### config.mk
export PLATFORM = sky130hd
export DESIGN_NAME = txn_phase_barrier
export DESIGN_NICKNAME = d
export VERILOG_FILES = /design/src/rtl/txn_barrier_pkg.sv /design/src/rtl/bar_arm_reg.sv /design/src/rtl/bar_byte_accum.sv /design/src/rtl/bar_phase_reg.sv /design/src/rtl/txn_phase_barrier.sv
export SDC_FILE = /design/constraint.sdc
export NUM_CORES = 1
export LEC_CHECK = 0
export ABC_CLOCK_PERIOD_IN_PS = 4750
export BUFFER_PORTS_ARGS = -buffer_cell sky130_fd_sc_hd__buf_2
export CAP_MARGIN = 20
export CORE_MARGIN = 2
export CORE_UTILIZATION = 50
export CTS_BUF_LIST = sky130_fd_sc_hd__clkbuf_8
export DETAILED_ROUTE_END_ITERATION = 10
export PLACE_DENSITY_LB_ADDON = 0.15
export SYNTH_ARGS = -nofsm -noshare
export SYNTH_HDL_FRONTEND = slang
export SYNTH_SLANG_ARGS = --single-unit
### constraint.sdc
create_clock -name clk_i -period 4.75 [get_ports clk_i]
set_clock_uncertainty 0.1 [all_clocks]
set_input_delay 0.95 -clock clk_i [delete_from_list [all_inputs] [get_ports clk_i]]
set_output_delay 0.95 -clock clk_i [all_outputs]
set_load 0.1 [all_outputs]
### src/rtl/txn_barrier_pkg.sv
package txn_barrier_pkg;
  localparam int unsigned CNT_W = 20;
  localparam int unsigned SUM_W = CNT_W + 1;
endpackage

### src/rtl/bar_arm_reg.sv
module bar_arm_reg #(
  parameter int unsigned CNT_W = 20
) (
  input  logic             clk_i,
  input  logic             rst_ni,
  input  logic             arm_valid_i,
  input  logic [CNT_W-1:0] arm_bytes_i,
  input  logic             done_i,
  output logic [CNT_W-1:0] expect_eff_o,
  output logic             armed_eff_o,
  output logic             armed_o
);
  logic [CNT_W-1:0] expect_q;
  logic             armed_q;

  // arm applies before any same-cycle report
  assign expect_eff_o = arm_valid_i ? arm_bytes_i : expect_q;
  assign armed_eff_o  = arm_valid_i | armed_q;
  assign armed_o      = armed_q;

  always_ff @(posedge clk_i or negedge rst_ni) begin
    if (!rst_ni) begin
      expect_q <= '0;
      armed_q  <= 1'b0;
    end else begin
      if (arm_valid_i) expect_q <= arm_bytes_i;
      if (done_i)           armed_q <= 1'b0;
      else if (arm_valid_i) armed_q <= 1'b1;
    end
  end
endmodule

### src/rtl/bar_byte_accum.sv
module bar_byte_accum #(
  parameter int unsigned CNT_W = 20,
  localparam int unsigned SUM_W = CNT_W + 1
) (
  input  logic             clk_i,
  input  logic             rst_ni,
  input  logic             rpt_valid_i,
  input  logic [CNT_W-1:0] rpt_bytes_i,
  input  logic             armed_eff_i,
  input  logic [CNT_W-1:0] expect_eff_i,
  input  logic             clr_i,
  output logic             hit_o,
  output logic             over_o
);
  logic [CNT_W-1:0] total_q;
  logic [SUM_W-1:0] sum;
  logic             accept;

  assign accept = rpt_valid_i & armed_eff_i;
  assign sum    = {1'b0, total_q} + {1'b0, rpt_bytes_i};
  assign hit_o  = accept & (sum >= {1'b0, expect_eff_i});
  assign over_o = accept & (sum >  {1'b0, expect_eff_i});

  always_ff @(posedge clk_i or negedge rst_ni) begin
    if (!rst_ni)              total_q <= '0;
    else if (hit_o || clr_i)  total_q <= '0;
    else if (accept)          total_q <= sum[CNT_W-1:0];
  end
endmodule

### src/rtl/bar_phase_reg.sv
module bar_phase_reg (
  input  logic clk_i,
  input  logic rst_ni,
  input  logic flip_i,
  input  logic err_i,
  input  logic wait_phase_i,
  output logic phase_o,
  output logic release_o,
  output logic ovf_o
);
  logic phase_q, ovf_q;

  always_ff @(posedge clk_i or negedge rst_ni) begin
    if (!rst_ni) begin
      phase_q <= 1'b0;
      ovf_q   <= 1'b0;
    end else begin
      if (flip_i) phase_q <= ~phase_q;
      if (err_i)  ovf_q   <= 1'b1;
    end
  end

  assign phase_o   = phase_q;
  assign ovf_o     = ovf_q;
  assign release_o = wait_phase_i ^ phase_q;
endmodule

### src/rtl/txn_phase_barrier.sv
module txn_phase_barrier
  import txn_barrier_pkg::*;
#(
  parameter int unsigned CNT_W_P = CNT_W
) (
  input  logic               clk_i,
  input  logic               rst_ni,
  input  logic               arm_valid_i,
  input  logic [CNT_W_P-1:0] arm_bytes_i,
  input  logic               rpt_valid_i,
  input  logic [CNT_W_P-1:0] rpt_bytes_i,
  input  logic               commit_i,
  input  logic               wait_phase_i,
  output logic               phase_o,
  output logic               release_o,
  output logic               armed_o,
  output logic               ovf_o
);
  logic [CNT_W_P-1:0] expect_eff;
  logic armed_eff, hit, over, done;

  assign done = hit | commit_i;

  bar_arm_reg #(.CNT_W(CNT_W_P)) u_arm (
    .clk_i, .rst_ni, .arm_valid_i, .arm_bytes_i,
    .done_i(done), .expect_eff_o(expect_eff),
    .armed_eff_o(armed_eff), .armed_o
  );

  bar_byte_accum #(.CNT_W(CNT_W_P)) u_acc (
    .clk_i, .rst_ni, .rpt_valid_i, .rpt_bytes_i,
    .armed_eff_i(armed_eff), .expect_eff_i(expect_eff),
    .clr_i(commit_i), .hit_o(hit), .over_o(over)
  );

  bar_phase_reg u_ph (
    .clk_i, .rst_ni, .flip_i(done), .err_i(over),
    .wait_phase_i, .phase_o, .release_o, .ovf_o
  );
endmodule

## Yosys cells after proc, flatten, opt, wreduce, memory -nomap -nowiden

Index checks and enable logic that the tools add are counted.

- Flip-flop bits (word level): 43
- Latch bits: 0
- Memory bits (writable): 0
- ROM bits: 0
- Input bits: 46
- Output and inout bits: 4
- Logic and storage cells: 23
- Memories kept: 0

- Add/sub/neg operators: 1
- Multipliers: 0
- Divide/modulo/power cells: 0
- $lt $le $gt $ge: 2
- Equality and inequality tests: 0
- Shift-type cells: 0
- Mux-type cells: 5
- Bitwise gates (word level): 7
- Reductions and logical operators: 3

Operators by type and width:

| kind | number |
|---|---|
| 20-bit 2-to-1 mux | 3 |
| 20-bit by 20-bit adder with 21-bit output | 1 |
| 21-bit by 20-bit greater-or-equal comparator with 1-bit output | 1 |
| 21-bit by 20-bit greater-than comparator with 1-bit output | 1 |
| 2-bit nonzero test | 2 |
| 1-bit bitwise AND | 3 |
| 1-bit 2-to-1 mux | 2 |
| 1-bit OR | 2 |
| 1-bit logical OR | 1 |
| 1-bit NOT | 1 |
| 1-bit XOR | 1 |

## Logic depth before layout (Yosys ltp)

Gate-level depths: netlist of the first run.

- Word-level depth: 5
- Gate-level depth with buffers: 19
- Depth with buffers taken out: 18

## By module

Synthesis of the first run repeated with hierarchy kept, for this count alone.

- Cells, all modules: 365
- Area, all modules: 3,353.2 um2

By module, submodules not included:

| module | times used | cells an instance | area an instance (um2) | seq. area each (um2) |
|---|---|---|---|---|
| bar_byte_accum | 1 | 314 | 2,483.6 | 500.5 |
| bar_arm_reg | 1 | 45 | 789.5 | 525.5 |
| bar_phase_reg | 1 | 5 | 73.8 | 50.0 |
| txn_phase_barrier | 1 | 1 | 6.3 | 0.0 |

## Worst setup path before layout of the first run

No wires, ideal clock.

- Path type: input to register
- From: input rpt_bytes_i[0]
- To: register u_acc.total_q[10]
- Setup time: 0.065 ns
- Arrival time: 4.358 ns
- Data required time: 4.585 ns
- Setup slack: 0.227 ns
- Stages on the path: 17
- Path buffers: 1
- Cell sequence: ha_1 > inv_1 > fa_1 > nor2b_1 > o2111ai_1 > a31oi_1 > o21ai_2 > o21ai_0 > xor2_1 > ha_1 > a21o_1 > a221oi_1 > o221a_2 > nand4b_4 > nor4_4 > buf_6 > a22o_1

- Longest elaborated chain between the ends: 5
- Elaborated cells on any way between the ends: 7
- Those cells by class: add/sub (1); order compare (1); mux (2); bitwise (1); reduce/logical (2)

Ends and longest elaborated chain:

| what | line | RTL |
|---|---|---|
| start: declaration | txn_phase_barrier.sv:11 | `input logic [CNT_W_P-1:0] rpt_bytes_i,` |
| 20-bit by 20-bit adder with 21-bit output (*) | bar_byte_accum.sv:20 | `assign sum = {1'b0, total_q} + {1'b0, rpt_bytes_i};` |
| 21-bit by 20-bit greater-or-equal comparator with 1-bit output | bar_byte_accum.sv:21 | `assign hit_o = accept & (sum >= {1'b0, expect_eff_i});` |
| 1-bit bitwise AND | bar_byte_accum.sv:21 |  |
| 1-bit logical OR | bar_byte_accum.sv:26 | `else if (hit_o \|\| clr_i) total_q <= '0;` |
| 20-bit 2-to-1 mux or 2-bit nonzero test (tied branches) | - |  |
| end signal: assignment | bar_byte_accum.sv:27 | `else if (accept) total_q <= sum[CNT_W-1:0];` |
| end: declaration | bar_byte_accum.sv:15 | `logic [CNT_W-1:0] total_q;` |

Mark *: on every way between the ends. The rest lies on a longest branch, timed or not. The select of a mux whose other input is x is not followed.
A chain may end at the register's enable or synchronous reset.

## Worst setup path in the final report of the first run

- From: input rpt_bytes_i[0]
- To: register u_acc.total_q[0]

The elaborated chain is that of the path after synthesis.

==> summary.txt, run 1 <==
Drt
  – Via density: 5.52
  – Number of remaining DRC errors: 0
  – Avg WL per Cell: 15.3 µm
  – Antenna Nets Post-Route: 0
  – First-pass DRT Iterations: 4
  – Total length of routed wires: 7.21 mm
  – Vias: 2594
  – DR iter-0 viols: 84

Floorplanning
  – # IOs: 50
  – Die X: 82.5 µm
  – Die area: 6800 µm²
  – Starting Density: 52.0%
  – Core area: 5920 µm²
  – Die outline height: 82.5 µm
  – Core Rows: 28

Global routing
  – Vias in the first global route: 2510
  – Largest net degree at the start of global routing: 44
  – First-pass GRT wire length: 11.5 mm
  – Initial antenna violation count: 0
  – Tot GR Track Use: 22.0%
  – Overflow after GRT: 0

STA
  – Max Freq: 220 MHz
  – Fin crit share: 95.6%
  – Fin. Hold Viols: 0
  – Slew headroom: 61.9%
  – Slew Limit Fails: 0
  – Slew @ Worst Pin: 0.571 ns
  – Period minus WS final: 4.54 ns
  – WHS: 0.379 ns
  – Final setup vio count: 0

Placed design
  – PortBufs: 49
  – DP HPWL: 5.46 mm
  – Gpl congestion: 0.903
  – Inst Count DP: 457

Power and ir drop
  – Leakage: 0.00200 µW
  – Pwr Density: 363 nW/µm²
  – Peak supply drop: 0.000206 V

Yosys
  – Compound-Gate Fraction of Synth Area: 19.7%
  – Syn nets: 398
  – Simple-gate share of the synthesized area: 11.7%
  – #FFs+latches synth: 43
  – Number of flops mapped to enable cells by yosys: 0
  – Mapped Area: 3080 µm²
  – Unique cell type count in the Yosys netlist: 51
  – Syn avg cell area: 9.90 µm²
  – Post-synth ARST share: 100%
  – Top_reg_cell synth: dfrtp_1
  – Largest family of logic cells by synthesized area: compound AO/OA/AOI/OAI gates
  – Synthesized-area fraction occupied by adder cells: 16.9%
  – Post-synthesis sequential area ratio: 34.9%
  – Xor and xnor area share after synthesis: 5.12%
  – Mux share of post-synthesis cell area: 6.54%
  – Yosys Warn Count: 0
  – Cells after synthesis: 311

Worst setup path
  – Kind of start point of the critical path: primary input
  – CP arrival: 4.67 ns
  – Peak fanout along the critical path: 5
  – Critical Path End Type: flip-flop
  – CP required: 4.88 ns
  – CP Class: in -> reg

Cells and area
  – P&R area growth vs syn: 22.7%
  – # fillers: 538
  – Most common cell after layout, fill and taps aside: buf_2
  – Share of cells above drive strength 1: 27.8%
  – Nets: 481
  – Final std cells w/o fill: 470
  – Multi-input gate area: 1880 µm²
  – Most frequent cells in the layout: buf_2 (49), dfrtp_1 (43), ha_1 (40), buf_4 (35), inv_1 (27)
  – N_diodes: 0
  – Sequential cell area: 1080 µm²

Clock tree
  – CTS Buf Count: 5
  – Worst skew pair latency: 0.30 ns
  – Worst-path clk slew: 0.08 ns
  – CTS max path bufs: 2
  – H-tree Lvls: 2
  – Sink Count: 43
  – Root Buffer: clkbuf_8
  – CTS tree: done

Min path
  – Worst Hold Class: reg -> reg

Run
  – Max-cap violations: 0

Outcome
  – Outcome: completed
-- cells by family (layout without fill, tap and decap cells) --
family	count (synthesis)	in the layout
compound gates	85	85
xor+xnor	18	18
fa+ha+maj	41	41
buf+inv	36	120
flops	43	43
mux	20	20
simple gates	68	68
-- registers in the layout, indices dropped and copies added (netlist names) --
| name | cells |
|---|---|
| u_arm.armed_o | 1 |
| u_arm.expect_q | 20 |
| u_ph.phase_o | 1 |
| u_ph.ovf_o | 1 |
| u_acc.total_q | 20 |
-- metal layers --
layer / GRT usage, % / up-vias / part of all wire, %
li1: - / 1300 / -
met1: 29.8 / 1234 / 48
met2: 36.4 / 52 / 47
met3: 3.48 / 8 / 3.3
met4: 6.07 / 0 / 1.3
met5: 0 / - / 0
-- worst max-delay path: stages --
cell and delay (ns):
buf_2 0.08, ha_1 0.15, inv_1 0.06, fa_2 0.35, nor2b_2 0.13, o2111ai_1 0.16, a31oi_2 0.26, o21ai_2 0.13
o21bai_1 0.23, xor2_1 0.23, ha_1 0.27, and3_1 0.20, a221oi_2 0.26, o221a_2 0.26, nand4b_4 0.12, buf_4 0.18
or4_4 0.49, o21ai_1 0.14
-- stage by stage --
stage                     worst slack (ns)  setup TNS [ns]  power, µW  instance area (µm²)  utilization, %
after global placement              -0.378           -6.71       1080                 3600            60.7
after detailed placement            -0.430           -7.53       1090                 3600            60.7
final                                0.208               0       1370                 3780            63.8
after CTS                            0.123               0       1360                 3710            62.7
after global routing               -0.0378         -0.0574       1470                 3780            63.8
after floorplan                      0.227               0        890                 3080               -
-- power by group --
part           switching, µW  internal [µW]  total [µW]
combinational            389            289         678
sequential              24.1            411         435
clock                    130            131         261
-- final cells by class --
type	count	area share, %
clock buffer	7	2.55
clock inverter	1	0.0993
inverter	27	2.68
multi-input combinational	232	49.7
sequential	43	28.5
tap	75	2.48
timing repair buffer	85	14.0
-- cell usage after synthesis, types with 2 or more instances --
library cell	number	area, µm²
a211oi_1	2	15.0
a21o_1	8	60.1
a21oi_1	17	85.1
a22o_1	17	149
a31oi_1	5	31.3
and3_1	3	18.8
buf_2	2	10.0
buf_4	2	15.0
clkbuf_1	3	11.3
dfrtp_1	43	1080
ha_1	40	500
inv_1	26	97.6
mux2i_1	19	190
nand2_1	20	75.1
nand3_1	3	15.0
nand4_1	3	18.8
nor2_1	20	75.1
nor2b_1	3	18.8
nor3_1	5	25.0
o211ai_1	2	15.0
o21a_1	5	37.5
o21ai_0	10	50.1
o21ai_1	4	20.0
o21ai_2	2	17.5
o21bai_1	3	22.5
o22ai_1	2	12.5
or4_1	2	15.0
xnor2_1	12	105
xor2_1	6	52.6
-- path summary, 6_finish.rpt --
path                                              start                      endpoint  slack (ns)  cells after the start
min in group asynchronous                        rst_ni  u_arm.expect_q[12]$_DFF_PN0_        0.45                      1
hold reg to reg                  u_ph.ovf_o$_DFFE_PN0P_        u_ph.ovf_o$_DFFE_PN0P_        0.38                      1
setup reg to reg           u_acc.total_q[0]$_DFFE_PN0P_  u_acc.total_q[0]$_DFFE_PN0P_        0.56                     17
setup / recovery                         rpt_bytes_i[0]  u_acc.total_q[0]$_DFFE_PN0P_        0.21                     18
hold / removal                   u_ph.ovf_o$_DFFE_PN0P_        u_ph.ovf_o$_DFFE_PN0P_        0.38                      1
max in group asynchronous                        rst_ni      u_ph.phase_o$_DFFE_PN0P_        3.61                      2
-- repair_timing --
| action | CTS | global route |
|---|---|---|
| buffers inserted | 2 | 2 |
| gates cloned | 0 | 0 |
| gates resized for setup | 0 | 8 |
| setup endpoints to repair | 17 | 20 |
| hold buffers | 0 | 0 |
| pin swaps | 1 | 5 |
(Power assumes the default switching activity.)
==> inputs of run 2 (changes only) <==
- ABC_CLOCK_PERIOD_IN_PS: 4750 -> 5270
- clock period: 4.75 -> 5.27 ns (I/O delays scaled with it)
==> summary.txt, run 2 (synthesized netlist as in run 1, its figures left out) <==
Drt
  – Total length of routed wires: 6.52 mm
  – First-pass DRT Iterations: 4
  – DR iter-0 viols: 108
  – Via density: 5.45
  – Avg WL per Cell: 14.9 µm
  – Antenna Nets Post-Route: 0
  – Vias: 2387
  – Number of remaining DRC errors: 0

Cells and area
  – Most frequent cells in the layout: buf_2 (49), dfrtp_1 (43), ha_1 (40), inv_1 (26)
  – Share of cells above drive strength 1: 20.1%
  – Most common cell after layout, fill and taps aside: buf_2
  – Largest regs: u_acc.total_q: 20 flops, u_arm.expect_q: 20 flops
  – Final instance area: 3520 µm²
  – Nets: 449
  – N_diodes: 0
  – P&R area growth vs syn: 14.2%

Worst setup path
  – Worst r2r src: u_acc.total_q[0]$_DFFE_PN0P_
  – Worst r2r path cells: 19
  – CP max-delay cell: nor4_2
  – Critical Path End Type: flip-flop
  – CP Class: in -> reg
  – Worst path max stage delay: 0.40 ns
  – Kind of start point of the critical path: primary input
  – FF-to-FF End: u_acc.total_q[9]$_DFFE_PN0P_
  – Peak fanout along the critical path: 17
  – CP arrival: 4.97 ns
  – Crit-path cells: buf_2, ha_1, inv_1, fa_1, nor2b_1, o2111ai_1, a31oi_1, o21ai_2, o21ai_0, nand2_1, xnor2_1, ha_1, and4_1, nand2_1, nor4_2, and3_1, nand4b_4, nor4_4, buf_4, a22o_1
  – CP required: 5.35 ns
  – Worst reg-to-reg setup slack: 0.84 ns

Placed design
  – Gpl congestion: 0.866
  – PortBufs: 49
  – Area post-placement: 3390 µm²
  – Post-place setup slack: -0.0488 ns
  – DP HPWL: 5.02 mm

Global routing
  – Overflow after GRT: 0
  – Vias in the first global route: 2249
  – Initial antenna violation count: 0
  – First-pass GRT wire length: 10.7 mm
  – Tot GR Track Use: 20.9%
  – Largest net degree at the start of global routing: 44

STA
  – WHS: 0.381 ns
  – Slew headroom: 36.1%
  – Period minus WS final: 4.89 ns
  – Slew @ Worst Pin: 0.958 ns
  – Final setup vio count: 0
  – Fin crit share: 92.7%
  – Setup ws final: 0.383 ns
  – Setup TNS: 0 ns
  – Max Freq: 205 MHz
  – Unrepaired setup endpoints after global routing: no
  – Fin. Hold Viols: 0
  – Slew Limit Fails: 0

Clock tree
  – Post-CTS Setup Inserts: 0
  – H-tree Lvls: 2
  – Sink Count: 43
  – CTS tree: done
  – Worst-path clk slew: 0.08 ns
  – Root Buffer: clkbuf_8
  – Worst skew pair latency: 0.30 ns
  – CTS Buf Count: 5
  – CTS max path bufs: 2

Floorplanning
  – # IOs: 50
  – Die X: 82.5 µm
  – Starting Density: 52.0%
  – Core Rows: 28
  – Core area: 5920 µm²
  – Die outline height: 82.5 µm
  – Die area: 6800 µm²

Run
  – Max-cap violations: 0

Min path
  – Worst Hold Class: reg -> reg
  – Hold EP: u_ph.ovf_o$_DFFE_PN0P_
  – Min-delay src: u_ph.ovf_o$_DFFE_PN0P_
  – Hold path depth: 1

Power and ir drop
  – Peak supply drop: 0.000195 V
  – Leakage: 0.00183 µW
  – Pwr Density: 337 nW/µm²

Outcome
  – Outcome: completed
[run 2: repair_timing]
action	in CTS	in global routing
gates resized for setup	0	1
hold buffers	0	0
hold endpoints to repair	0	0
endpoints found under the setup margin	0	16
[run 2: worst max-delay path by stage]
stage               depth (start not counted)                       endpoint  slack (ns)      startpoint
finish                                     20   u_acc.total_q[9]$_DFFE_PN0P_        0.38  rpt_bytes_i[0]
global route                               20   u_acc.total_q[9]$_DFFE_PN0P_        0.07  rpt_bytes_i[0]
global placement                           20   u_acc.total_q[5]$_DFFE_PN0P_       -0.02  rpt_bytes_i[0]
floorplan                                  17  u_acc.total_q[10]$_DFFE_PN0P_        0.64  rpt_bytes_i[0]
detailed placement                         20   u_acc.total_q[4]$_DFFE_PN0P_       -0.05  rpt_bytes_i[0]
CTS                                        20   u_acc.total_q[6]$_DFFE_PN0P_        0.25  rpt_bytes_i[0]
[run 2: worst max-delay path: cells and delay by family]
family          cells  cell delay, ns
buf+inv             3            0.36
simple gates        8            1.50
compound gates      5            1.06
xor+xnor            1            0.15
fa+ha+maj           3            0.85
[run 2: area by class of cell]
class	count	area, µm²
Clock inverter	2	35.0
Fill cell	537	2400
Inverter	27	101
Timing Repair Buffer	53	275
Multi-Input combinational cell	232	1850
Clock buffer	6	82.6
Tap cell	75	93.8
Sequential cell	43	1080
[run 2: where the power goes]
group | internal [µW] | switching [µW]
Clock | 154 | 119
Sequential | 370 | 21.5
Combinational | 201 | 321
[run 2: metal layers]
layer	GRT usage (%)	wire length, µm	vias up
met3	5.33	311	4
li1	-	-	1237
met5	0	0	-
met2	33.0	3000	45
met4	3.93	36	0
met1	29.2	3170	1101
[run 2: metrics by stage]
| step | total power [µW] | instances | utilization [%] |
|---|---|---|---|
| final | 1190 | 438 | 59.4 |
| after global routing | 1280 | 438 | 59.4 |
| after CTS | 1200 | 438 | 59.3 |
| after detailed placement | 919 | 430 | 57.3 |
| after global placement | 908 | 430 | 57.3 |
| after floorplan | 802 | 311 | - |
